**src/rtl/nbs_pkg.sv**
```systemverilog
package nbs_pkg;

    localparam int DQ_W  = 8;
    localparam int TMR_W = 16;

    typedef enum logic [2:0] {
        OP_CMD      = 3'd0,
        OP_ADDR     = 3'd1,
        OP_WRITE    = 3'd2,
        OP_READ     = 3'd3,
        OP_SELECT   = 3'd4,
        OP_DESELECT = 3'd5,
        OP_NOP6     = 3'd6,
        OP_NOP7     = 3'd7
    } nbs_op_e;

    typedef enum logic [2:0] {
        ST_IDLE,
        ST_LO,
        ST_HI,
        ST_WAIT,
        ST_SEL,
        ST_FIN
    } nbs_state_e;

    typedef struct packed {
        nbs_op_e           op;
        logic [DQ_W-1:0]   data;
    } nbs_req_t;

    function automatic logic [TMR_W-1:0] nbs_min1(input logic [TMR_W-1:0] v);
        return (v == '0) ? TMR_W'(1) : v;
    endfunction

    function automatic logic nbs_is_bus(input nbs_op_e op);
        return (op == OP_CMD) || (op == OP_ADDR) || (op == OP_WRITE) || (op == OP_READ);
    endfunction

    function automatic logic nbs_is_sel(input nbs_op_e op);
        return (op == OP_SELECT) || (op == OP_DESELECT);
    endfunction

endpackage

```
**src/rtl/nbs_timer.sv**
```systemverilog
module nbs_timer #(
    parameter int W = 16
) (
    input  logic         clk,
    input  logic         rst,
    input  logic         load,
    input  logic [W-1:0] load_val,
    output logic         expired
);
    logic [W-1:0] cnt;

    always_ff @(posedge clk) begin
        if (rst) begin
            cnt <= '0;
        end else if (load) begin
            cnt <= load_val;
        end else if (cnt != '0) begin
            cnt <= cnt - W'(1);
        end
    end

    assign expired = (cnt == '0);
endmodule

```
**src/rtl/nbs_ce_ctrl.sv**
```systemverilog
module nbs_ce_ctrl #(
    parameter int NUM_CHIPS = 4,
    parameter int IDX_W     = 2
) (
    input  logic                 clk,
    input  logic                 rst,
    input  logic                 clear_all,
    input  logic                 apply,
    input  logic                 none,
    input  logic [IDX_W-1:0]     idx,
    output logic [NUM_CHIPS-1:0] ce_n
);
    logic [NUM_CHIPS-1:0] pick;

    for (genvar i = 0; i < NUM_CHIPS; i++) begin : g_pick
        assign pick[i] = !none && (idx == IDX_W'(i));
    end

    always_ff @(posedge clk) begin
        if (rst || clear_all) begin
            ce_n <= '1;
        end else if (apply) begin
            ce_n <= ~pick;
        end
    end

    AST_CE_ONE_LOW: assert property (@(posedge clk) disable iff (rst) $onehot0(~ce_n));
endmodule

```
**src/rtl/nbs_ready_wait.sv**
```systemverilog
module nbs_ready_wait
    import nbs_pkg::*;
(
    input  logic             clk,
    input  logic             rst,
    input  logic             start,
    input  logic             use_rb,
    input  logic [TMR_W-1:0] delay,
    input  logic [TMR_W-1:0] timeout,
    input  logic             rb_ok,
    output logic             finish,
    output logic             tmo
);
    logic             active;
    logic             use_rb_q;
    logic             settled;
    logic             expired;
    logic [TMR_W-1:0] load_val;

    assign load_val = use_rb ? (nbs_min1(timeout) - TMR_W'(1)) : (nbs_min1(delay) - TMR_W'(1));

    nbs_timer #(.W(TMR_W)) u_tmr (
        .clk      (clk),
        .rst      (rst),
        .load     (start),
        .load_val (load_val),
        .expired  (expired)
    );

    logic seen_ready;
    assign seen_ready = use_rb_q && settled && rb_ok;
    assign finish     = active && (seen_ready || expired);
    assign tmo        = active && use_rb_q && expired && !seen_ready;

    always_ff @(posedge clk) begin
        if (rst) begin
            active   <= 1'b0;
            use_rb_q <= 1'b0;
            settled  <= 1'b0;
        end else if (start) begin
            active   <= 1'b1;
            use_rb_q <= use_rb;
            settled  <= 1'b0;
        end else if (active) begin
            settled <= 1'b1;
            if (finish) begin
                active <= 1'b0;
            end
        end
    end

    AST_NO_RESTART: assert property (@(posedge clk) disable iff (rst) start |-> !active);
endmodule

```
**src/rtl/nand_bus_seq.sv**
```systemverilog
module nand_bus_seq
    import nbs_pkg::*;
#(
    parameter int NUM_CHIPS = 4,
    parameter int ADDR_W    = 12
) (
    input  logic                 clk,
    input  logic                 rst,
    input  logic                 req_valid,
    output logic                 req_ready,
    input  logic [2:0]           req_op,
    input  logic [7:0]           req_data,
    input  logic [ADDR_W-1:0]    req_addr,
    input  logic [3:0]           cfg_lo,
    input  logic [3:0]           cfg_hi,
    input  logic                 cfg_use_rb,
    input  logic [15:0]          cfg_delay,
    input  logic [15:0]          cfg_timeout,
    output logic                 done,
    output logic [7:0]           rd_data,
    output logic                 timeout_err,
    output logic                 dev_ready,
    output logic                 nand_cle,
    output logic                 nand_ale,
    output logic [NUM_CHIPS-1:0] nand_ce_n,
    output logic                 nand_we_n,
    output logic                 nand_re_n,
    output logic                 nand_wp_n,
    output logic [7:0]           nand_dq_out,
    output logic                 nand_dq_oe,
    input  logic [7:0]           nand_dq_in,
    input  logic                 nand_rb
);
    localparam int IDX_W    = (NUM_CHIPS > 1) ? $clog2(NUM_CHIPS) : 1;
    localparam int CHIP_LSB = ADDR_W - IDX_W;

    nbs_state_e       state;
    nbs_req_t         req_r;
    nbs_op_e          op_in;
    logic             accept;
    logic             rb_q;
    logic [IDX_W-1:0] sel_idx_r;
    logic             sel_none_r;
    logic [ADDR_W-1:0] addr_shift;

    assign op_in      = nbs_op_e'(req_op);
    assign accept     = (state == ST_IDLE) && req_valid;
    assign addr_shift = req_addr >> CHIP_LSB;

    // strobe timing
    logic             st_load;
    logic [TMR_W-1:0] st_val;
    logic             st_exp;

    always_comb begin
        st_load = 1'b0;
        st_val  = '0;
        if (accept && nbs_is_bus(op_in)) begin
            st_load = 1'b1;
            st_val  = nbs_min1({12'd0, cfg_lo}) - TMR_W'(1);
        end else if ((state == ST_LO) && st_exp) begin
            st_load = 1'b1;
            st_val  = nbs_min1({12'd0, cfg_hi}) - TMR_W'(1);
        end
    end

    nbs_timer #(.W(TMR_W)) u_strobe_tmr (
        .clk      (clk),
        .rst      (rst),
        .load     (st_load),
        .load_val (st_val),
        .expired  (st_exp)
    );

    // post-command wait
    logic hi_end;
    logic need_wait;
    logic wait_start;
    logic wait_fin;
    logic wait_tmo;

    assign hi_end     = (state == ST_HI) && st_exp;
    assign need_wait  = (req_r.op == OP_CMD) && (cfg_use_rb || (cfg_delay != '0));
    assign wait_start = hi_end && need_wait;

    nbs_ready_wait u_wait (
        .clk     (clk),
        .rst     (rst),
        .start   (wait_start),
        .use_rb  (cfg_use_rb),
        .delay   (cfg_delay),
        .timeout (cfg_timeout),
        .rb_ok   (rb_q),
        .finish  (wait_fin),
        .tmo     (wait_tmo)
    );

    // chip enables
    nbs_ce_ctrl #(.NUM_CHIPS(NUM_CHIPS), .IDX_W(IDX_W)) u_ce (
        .clk       (clk),
        .rst       (rst),
        .clear_all (accept && nbs_is_sel(op_in)),
        .apply     (state == ST_SEL),
        .none      (sel_none_r),
        .idx       (sel_idx_r),
        .ce_n      (nand_ce_n)
    );

    // sequencing
    always_ff @(posedge clk) begin
        if (rst) begin
            state       <= ST_IDLE;
            req_r       <= '{op: OP_NOP6, data: '0};
            rd_data     <= '0;
            timeout_err <= 1'b0;
            sel_idx_r   <= '0;
            sel_none_r  <= 1'b1;
            rb_q        <= 1'b0;
        end else begin
            rb_q <= nand_rb;
            unique case (state)
                ST_IDLE: begin
                    if (req_valid) begin
                        req_r.op    <= op_in;
                        req_r.data  <= req_data;
                        timeout_err <= 1'b0;
                        sel_idx_r   <= addr_shift[IDX_W-1:0];
                        sel_none_r  <= (op_in == OP_DESELECT) ||
                                       (addr_shift >= ADDR_W'(NUM_CHIPS));
                        if (nbs_is_bus(op_in)) begin
                            state <= ST_LO;
                        end else if (nbs_is_sel(op_in)) begin
                            state <= ST_SEL;
                        end else begin
                            state <= ST_FIN;
                        end
                    end
                end
                ST_LO: begin
                    if (st_exp) begin
                        state <= ST_HI;
                        if (req_r.op == OP_READ) begin
                            rd_data <= nand_dq_in;
                        end
                    end
                end
                ST_HI: begin
                    if (st_exp) begin
                        state <= need_wait ? ST_WAIT : ST_FIN;
                    end
                end
                ST_WAIT: begin
                    if (wait_tmo) begin
                        timeout_err <= 1'b1;
                    end
                    if (wait_fin) begin
                        state <= ST_FIN;
                    end
                end
                ST_SEL:  state <= ST_FIN;
                ST_FIN:  state <= ST_IDLE;
                default: state <= ST_IDLE;
            endcase
        end
    end

    // pin drive
    logic bus_phase;
    assign bus_phase   = (state == ST_LO) || (state == ST_HI);
    assign nand_cle    = bus_phase && (req_r.op == OP_CMD);
    assign nand_ale    = bus_phase && (req_r.op == OP_ADDR);
    assign nand_we_n   = !((state == ST_LO) && (req_r.op != OP_READ));
    assign nand_re_n   = !((state == ST_LO) && (req_r.op == OP_READ));
    assign nand_dq_oe  = bus_phase && (req_r.op != OP_READ);
    assign nand_dq_out = req_r.data;
    assign nand_wp_n   = 1'b1;
    assign req_ready   = (state == ST_IDLE);
    assign done        = (state == ST_FIN);
    assign dev_ready   = rb_q;

    AST_LATCH_EXCL:  assert property (@(posedge clk) disable iff (rst) !(nand_cle && nand_ale));
    AST_CLE_DRIVEN:  assert property (@(posedge clk) disable iff (rst) nand_cle |-> nand_dq_oe);
    AST_STROBE_EXCL: assert property (@(posedge clk) disable iff (rst) !(!nand_we_n && !nand_re_n));
    AST_RD_UNDRIVEN: assert property (@(posedge clk) disable iff (rst) !nand_re_n |-> !nand_dq_oe);
    AST_SEL_BREAK:   assert property (@(posedge clk) disable iff (rst) (state == ST_SEL) |-> (nand_ce_n == '1));
    AST_BUSY_HOLD:   assert property (@(posedge clk) disable iff (rst) (state != ST_IDLE) |=> $stable(req_r));
    AST_DONE_PULSE:  assert property (@(posedge clk) disable iff (rst) done |=> !done);
    AST_ERR_CAUSE:   assert property (@(posedge clk) disable iff (rst) $rose(timeout_err) |-> $past(state == ST_WAIT));
endmodule

```
**config.mk**
```make
export PLATFORM = sky130hd
export DESIGN_NAME = nand_bus_seq
export DESIGN_NICKNAME = d
export VERILOG_FILES = /design/src/rtl/nbs_pkg.sv /design/src/rtl/nbs_timer.sv /design/src/rtl/nbs_ce_ctrl.sv /design/src/rtl/nbs_ready_wait.sv /design/src/rtl/nand_bus_seq.sv
export SDC_FILE = /design/constraint.sdc
export NUM_CORES = 1
export LEC_CHECK = 0
export BUFFER_PORTS_ARGS = -buffer_cell sky130_fd_sc_hd__buf_2
export CAP_MARGIN = 20
export CORE_MARGIN = 10
export CORE_UTILIZATION = 35
export CTS_CLUSTER_DIAMETER = 50
export DETAILED_ROUTE_END_ITERATION = 8
export GPL_TIMING_DRIVEN = 0
export PLACE_DENSITY_LB_ADDON = 0.15
export SETUP_SLACK_MARGIN = 0.2
export SYNTH_ARGS = -nofsm -noshare
export SYNTH_HDL_FRONTEND = slang
export SYNTH_SLANG_ARGS = --single-unit
```
**constraint.sdc**
```tcl
create_clock -name clk -period 3.6 [get_ports clk]
set_input_delay 0.72 -clock clk [delete_from_list [all_inputs] [get_ports clk]]
set_output_delay 0.72 -clock clk [all_outputs]
set_load 0.05 [all_outputs]
```
==> results of run 1 <==
## registers in the layout, summed over array words and instances, names as in the netlist
signal,cells
u_strobe_tmr.cnt,16
u_wait.u_tmr.cnt,16
nand_dq_out,8
rd_data,8
u_ce.ce_n,4
req_r,3
state,3
sel_idx_r,2
dev_ready,1
sel_none_r,1
timeout_err,1
u_wait.active,1
u_wait.settled,1
u_wait.use_rb_q,1
## worst reg2reg max path, cell delays in order, from the launching register on
cell	delay, ns
dfxtp_4	0.35
inv_4	0.06
ha_4	0.11
or4b_4	0.47
nor4b_4	0.25
o2111a_2	0.27
mux2_4	0.32
clkbuf_16	0.15
inv_4	0.05
ha_4	0.13
o211ai_1	0.18
or2_4	0.32
or3_4	0.33
a21oi_2	0.16
a211oi_2	0.05
## cells in the final DEF (no fill, tap or decap), types with 3 or more instances in the layout
cell	n
nor2_1	44
o21ai_0	23
buf_4	25
mux2_2	11
nand2b_1	10
dfxtp_1	64
or3_1	12
nor3b_1	7
and3b_1	3
clkbuf_1	15
mux2i_1	26
nor4b_1	4
nor2b_1	8
a21oi_2	3
nand3b_1	3
or4_1	3
and3_1	5
a21oi_1	40
clkbuf_16	10
buf_2	100
nand2_1	53
xor2_1	11
clkinv_2	3
xnor2_1	8
ha_1	3
nor4_1	14
o311ai_0	3
inv_1	6
o211ai_1	3
clkbuf_8	3
nand3_1	9
a211oi_1	8
nor3_1	26
or2_2	7
## path summary, 6_finish.rpt
kind / slack (ns) / endpoint / depth (start not counted)
worst max-delay path: 0.26 / u_wait.u_tmr.cnt[10] / 14
worst min-delay path: 0.46 / nand_dq_out[0] / 2
worst max register to register: 0.26 / u_wait.u_tmr.cnt[10] / 14
worst min register to register: 0.46 / nand_dq_out[0] / 2
## power groups by stage
stage	sequential (mW)	clock, mW	combinational (mW)
after floorplan	1.04	0	1.29
after global placement	1.07	0	1.62
after detailed placement	1.07	0	1.64
after CTS	1.06	0.819	1.75
after global routing	1.09	0.849	1.96
final	1.06	0.804	1.76
## routing by layer
layer	vias up	GRT usage [%]	wire (um)
li1	2057	-	-
met1	1871	18.3	5690
met2	122	24.4	5670
met3	10	5.13	988
met4	0	6.50	149
met5	-	0	0
## layout make-up
type	instances	area [um^2]
fill	1144	6100
clock inverter	3	15.0
inverter	9	38.8
multi-input combinational	395	2610
buffer	34	208
sequential	66	1330
timing repair buffer	109	583
clock buffer	12	256
tap	143	179
## kinds of logic (layout without fill, tap and decap cells)
| group | Yosys count | in the layout |
|---|---|---|
| flip-flops | 66 | 66 |
| other | 1 | 1 |
| multiplexers | 39 | 39 |
| buffers and inverters | 43 | 167 |
| adder cells (fa/ha/maj) | 5 | 5 |
| XOR/XNOR | 19 | 19 |
| AO/OA/AOI/OAI | 104 | 104 |
| AND/OR/NAND/NOR | 227 | 227 |
## per-stage QoR
stage / utilization [%] / hold WS, ns / instances
2_1_floorplan: - / 0.437 / 504
3_3_place_gp: 41.3 / 0.444 / 741
3_5_place_dp: 41.3 / 0.451 / 741
4_1_cts: 45.3 / 0.460 / 767
5_1_grt: 46.1 / 0.483 / 771
6_report: 46.1 / 0.458 / 771
## synthesized netlist by cell type (10+ instances only)
cell	n
mux2i_1	26
or3_1	14
dfxtp_1	66
clkbuf_1	17
nor4_1	17
nand2_1	53
mux2_2	12
xor2_1	11
nor3_1	28
a21oi_1	42
nand2b_1	10
o21ai_0	23
buf_4	10
nor2_1	44
## what timing repair did
item,4_1_cts,5_1_grt
resized for setup,27,11
pin swaps,8,11
buffers inserted,11,4
hold endpoints to repair,0,0
setup endpoints to repair,5,4
==> impl_metrics.ini, run 1 <==
[sta]
min_period_ns = 3.34
finClkSkew_ns = 0.00438
fin_ws_ns = 0.258
setup_viol = 0
rsz0062_at_grt = true
drv_slew = 0
post-route-period-util_pct = 92.8
worst_slew_pin_slew_ns = 0.842
slew_headroom_pct = 43.7
hold_viol = 0
tns_ns = 0
fmax_mhz = 299

[clock_network]
cts_buffers = 9
cts.htree.levels = 3
cts_tree = built
cts-root-buf = clkbuf_16
cts.hold.buffers_added = 0
clkTransAtPathRegs_ns = 0.05
cts_sinks = 66
clock_latency_ns = 0.33
clk_path_buf_depth = 2

[final_layout]
areaGrowthSynthToFinish_pct = 29.9
drive_gt1_share_pct = 29.9
n_antenna_cell = 0
layout.nets = 705
final_cell_area_um2 = 5220

[detailed_routing]
routedWlPerCell_um = 16.2
vias = 4060
dr.pass1.iters = 4
drc = 0
wl_um = 12500
ant_nets = 0
avgViaCountPerCell = 5.27
drt_iter0_drc = 206

[setup_path]
cp_max_fo = 4
crit_family = simple AND/OR/NAND/NOR gates
crit_start = u_strobe_tmr.cnt[0]
endpoint_kind = flop
critical_path.cell_chain = inv_4 -> ha_4 -> or4b_4 -> nor4b_4 -> o2111a_2 -> mux2_4 -> clkbuf_16 -> inv_4 -> ha_4 -> o211ai_1 -> or2_4 -> or3_4 -> a21oi_2 -> a211oi_2
critPathLaunchType = flop
cp_num_buf_inv = 3
crit_slowest_cell = or4b_4
r2r-start = u_strobe_tmr.cnt[0]
critPathMaxStageDelay_ns = 0.47
worstPathArrival_ns = 3.54
critical_path_class = flop to flop
required_ns = 3.79

[global_route]
antenna_found_initial = 0
grt_pass1_vias = 4197
overflow = 0
grt_pass1_wl_um = 20500
grt_util_all_layers_pct = 15.3
grt_max_degree = 11

[synth]
synthMuxAreaShare_pct = 10.2
synth_adder_area_share_pct = 1.56
synthXorXnorAreaFrac_pct = 4.14
syn_area_um2 = 4020
synth-compound-area-share_pct = 16.1
yosysTopAreaCell = dfxtp_1
synth_nets = 585
synth_warnings = 0
synth_top_family_by_area = simple AND/OR/NAND/NOR gates
synth-seq-cells = 66
yosys.area_share.simple_pct = 29.9
yosysUniqueCellTypes = 58
synth.avg_cell_area_um2 = 7.97
synthArstFlopShare_pct = 0
yosysTopAreaCellShare_pct = 32.9
synthCells = 504
synth_area_leaders = dfxtp_1, mux2i_1, a21oi_1
yosysSeqAreaShare_pct = 32.9
synth_edf_count = 0
synth_ff_type = dfxtp_1

[floorplan]
io_pins = 106
die_w_um = 127
rows = 39
core_area_um2 = 11300
initial_core_util_pct = 35.5
die_area_um2 = 16200
die_y_um = 127

[pwr]
p_leak_nw = 2.24
p_int_mw = 2.16
power.share.clock_pct = 22.2
p_per_area_nw_per_um2 = 694
power_switching_mw = 1.46
vdd_drop_max_mv = 0.261
p_comb_share_pct = 48.5
power_frac_seq_pct = 29.3
power_mw = 3.62
swShare_pct = 40.2

[place]
io_buffers = 94
gp_congestion = 0.850
hpwl_um = 9430
placedInstanceArea_um2 = 4670
place_ws_ns = -0.832

[worst_hold_path]
hp-class = flop to flop
hp-start = nand_dq_out[0]

[flow_run]
max_cap_viol_count = 0

[run_status]
status = finished, final reports clean
Note: power is estimated with default switching activity, not from simulation.
==> inputs of run 2 (changes only) <==
--- a/config.mk
+++ b/config.mk
@@ -12,7 +12,7 @@
 export CTS_CLUSTER_DIAMETER = 50
 export DETAILED_ROUTE_END_ITERATION = 8
 export GPL_TIMING_DRIVEN = 0
-export PLACE_DENSITY_LB_ADDON = 0.15
+export PLACE_DENSITY_LB_ADDON = 0.08
 export SETUP_SLACK_MARGIN = 0.2
 export SYNTH_ARGS = -nofsm -noshare
 export SYNTH_HDL_FRONTEND = slang
==> impl_metrics.ini, run 2 (synthesized netlist as in run 1, its figures left out) <==
[worst_hold_path]
hp-class = flop to flop

[setup_path]
critical_path_class = flop to flop
critPathLaunchType = flop
endpoint_kind = flop
worstPathArrival_ns = 3.53
cp_max_fo = 4
required_ns = 3.79

[final_layout]
reg.largest.list = u_strobe_tmr.cnt: 16 flops, u_wait.u_tmr.cnt: 16 flops
n_antenna_cell = 0
final_cell_mix = buf_2, dfxtp_1, nand2_1
multi_input_area_um2 = 2600
drive_gt1_share_pct = 29.9
areaGrowthSynthToFinish_pct = 29.4
final-seq-area_um2 = 1330
layout_commonest_cell = buf_2
num-fill-cells = 1152
fin_util_pct = 45.9
layout.nets = 702

[sta]
drv_slew = 0
rsz0062_at_grt = true
hold_viol = 0
setup_viol = 0
fin_hold_ws_ns = 0.457
slew_headroom_pct = 41.8
tns_ns = 0
min_period_ns = 3.35
fmax_mhz = 299
worst_slew_pin_slew_ns = 0.871
finClkSkew_ns = 0.00901
post-route-period-util_pct = 93.0

[clock_network]
clk_path_buf_depth = 2
cts.htree.levels = 3
clock_latency_ns = 0.33
cts_sinks = 66
clkTransAtPathRegs_ns = 0.05
cts_buffers = 9
cts_tree = built
cts-root-buf = clkbuf_16

[pwr]
p_per_area_nw_per_um2 = 710
p_leak_nw = 2.21
vdd_drop_max_mv = 0.307

[detailed_routing]
avgViaCountPerCell = 5.31
wl_um = 12700
dr.pass1.iters = 5
drt_iter0_drc = 222
routedWlPerCell_um = 16.6
vias = 4080
ant_nets = 0
drc = 0

[place]
gp_congestion = 0.816
hpwl_um = 9620
io_buffers = 94

[floorplan]
die_area_um2 = 16200
die_w_um = 127
core_area_um2 = 11300
initial_core_util_pct = 35.5
io_pins = 106
die_y_um = 127
rows = 39

[global_route]
grt_max_degree = 11
overflow = 0
grt_pass1_wl_um = 20900
antenna_found_initial = 0
grt_pass1_vias = 4181
grt_util_all_layers_pct = 15.6

[flow_run]
max_cap_viol_count = 0

[run_status]
status = finished, final reports clean
-- run 2: cell type report --
| class | instances | share of cell area, % |
|---|---|---|
| clock buffers | 14 | 5.27 |
| clock inverters | 2 | 0.193 |
| multi-input cells | 395 | 50.0 |
| plain buffers | 34 | 3.95 |
| inverters | 9 | 0.794 |
| repair buffers | 106 | 10.8 |
| well taps | 143 | 3.44 |
| flip-flops and latches | 66 | 25.5 |
-- run 2: routing by layer --
| layer | vias up | track usage, % | wire length (um) |
|---|---|---|---|
| met5 | - | 0 | 0 |
| met4 | 0 | 5.96 | 250 |
| met3 | 18 | 5.38 | 1130 |
| met2 | 134 | 24.8 | 5570 |
| met1 | 1889 | 19.0 | 5780 |
| li1 | 2039 | - | - |
-- run 2: stage by stage --
step           area (um^2)  instances  setup WS (ns)  total power, mW
6_report              5200        769          0.252             3.69
5_1_grt               5200        769          0.111             3.98
4_1_cts               5150        769          0.183             3.69
3_5_place_dp          4670        741         -0.851             2.73
3_3_place_gp          4670        741         -0.884             2.69
2_1_floorplan         4020        504          0.226             2.33
-- run 2: power by group --
part           switching, mW  internal, mW
logic                   1.02         0.776
clock network          0.308         0.520
registers              0.158         0.910
total                   1.48          2.21
-- run 2: worst max-delay path: stages, from the launching register on --
cell and delay [ns]:
dfxtp_4 0.35, inv_4 0.06, ha_4 0.12, or4b_4 0.48, nor4b_4 0.27, o2111a_2 0.27, mux2_4 0.32, clkbuf_16 0.15
clkinv_4 0.04, ha_4 0.13, o211ai_1 0.19, or2_4 0.31, or3_4 0.33, a21oi_2 0.15, a211oi_2 0.05
-- run 2: worst paths after layout --
check / from / endpoint / slack (ns) / cells past startpoint
worst max-delay path: u_strobe_tmr.cnt[0] / u_wait.u_tmr.cnt[10] / 0.25 / 14
worst min-delay path: nand_dq_out[0] / nand_dq_out[0] / 0.46 / 2
worst min register to register: nand_dq_out[0] / nand_dq_out[0] / 0.46 / 2
worst max register to register: u_strobe_tmr.cnt[0] / u_wait.u_tmr.cnt[10] / 0.25 / 14
-- run 2: timing repair --
action,CTS,global route
pin swaps,10,10
buffers inserted,12,0
endpoints found under the setup margin,5,5
gates resized for setup,26,14
hold buffers,0,0
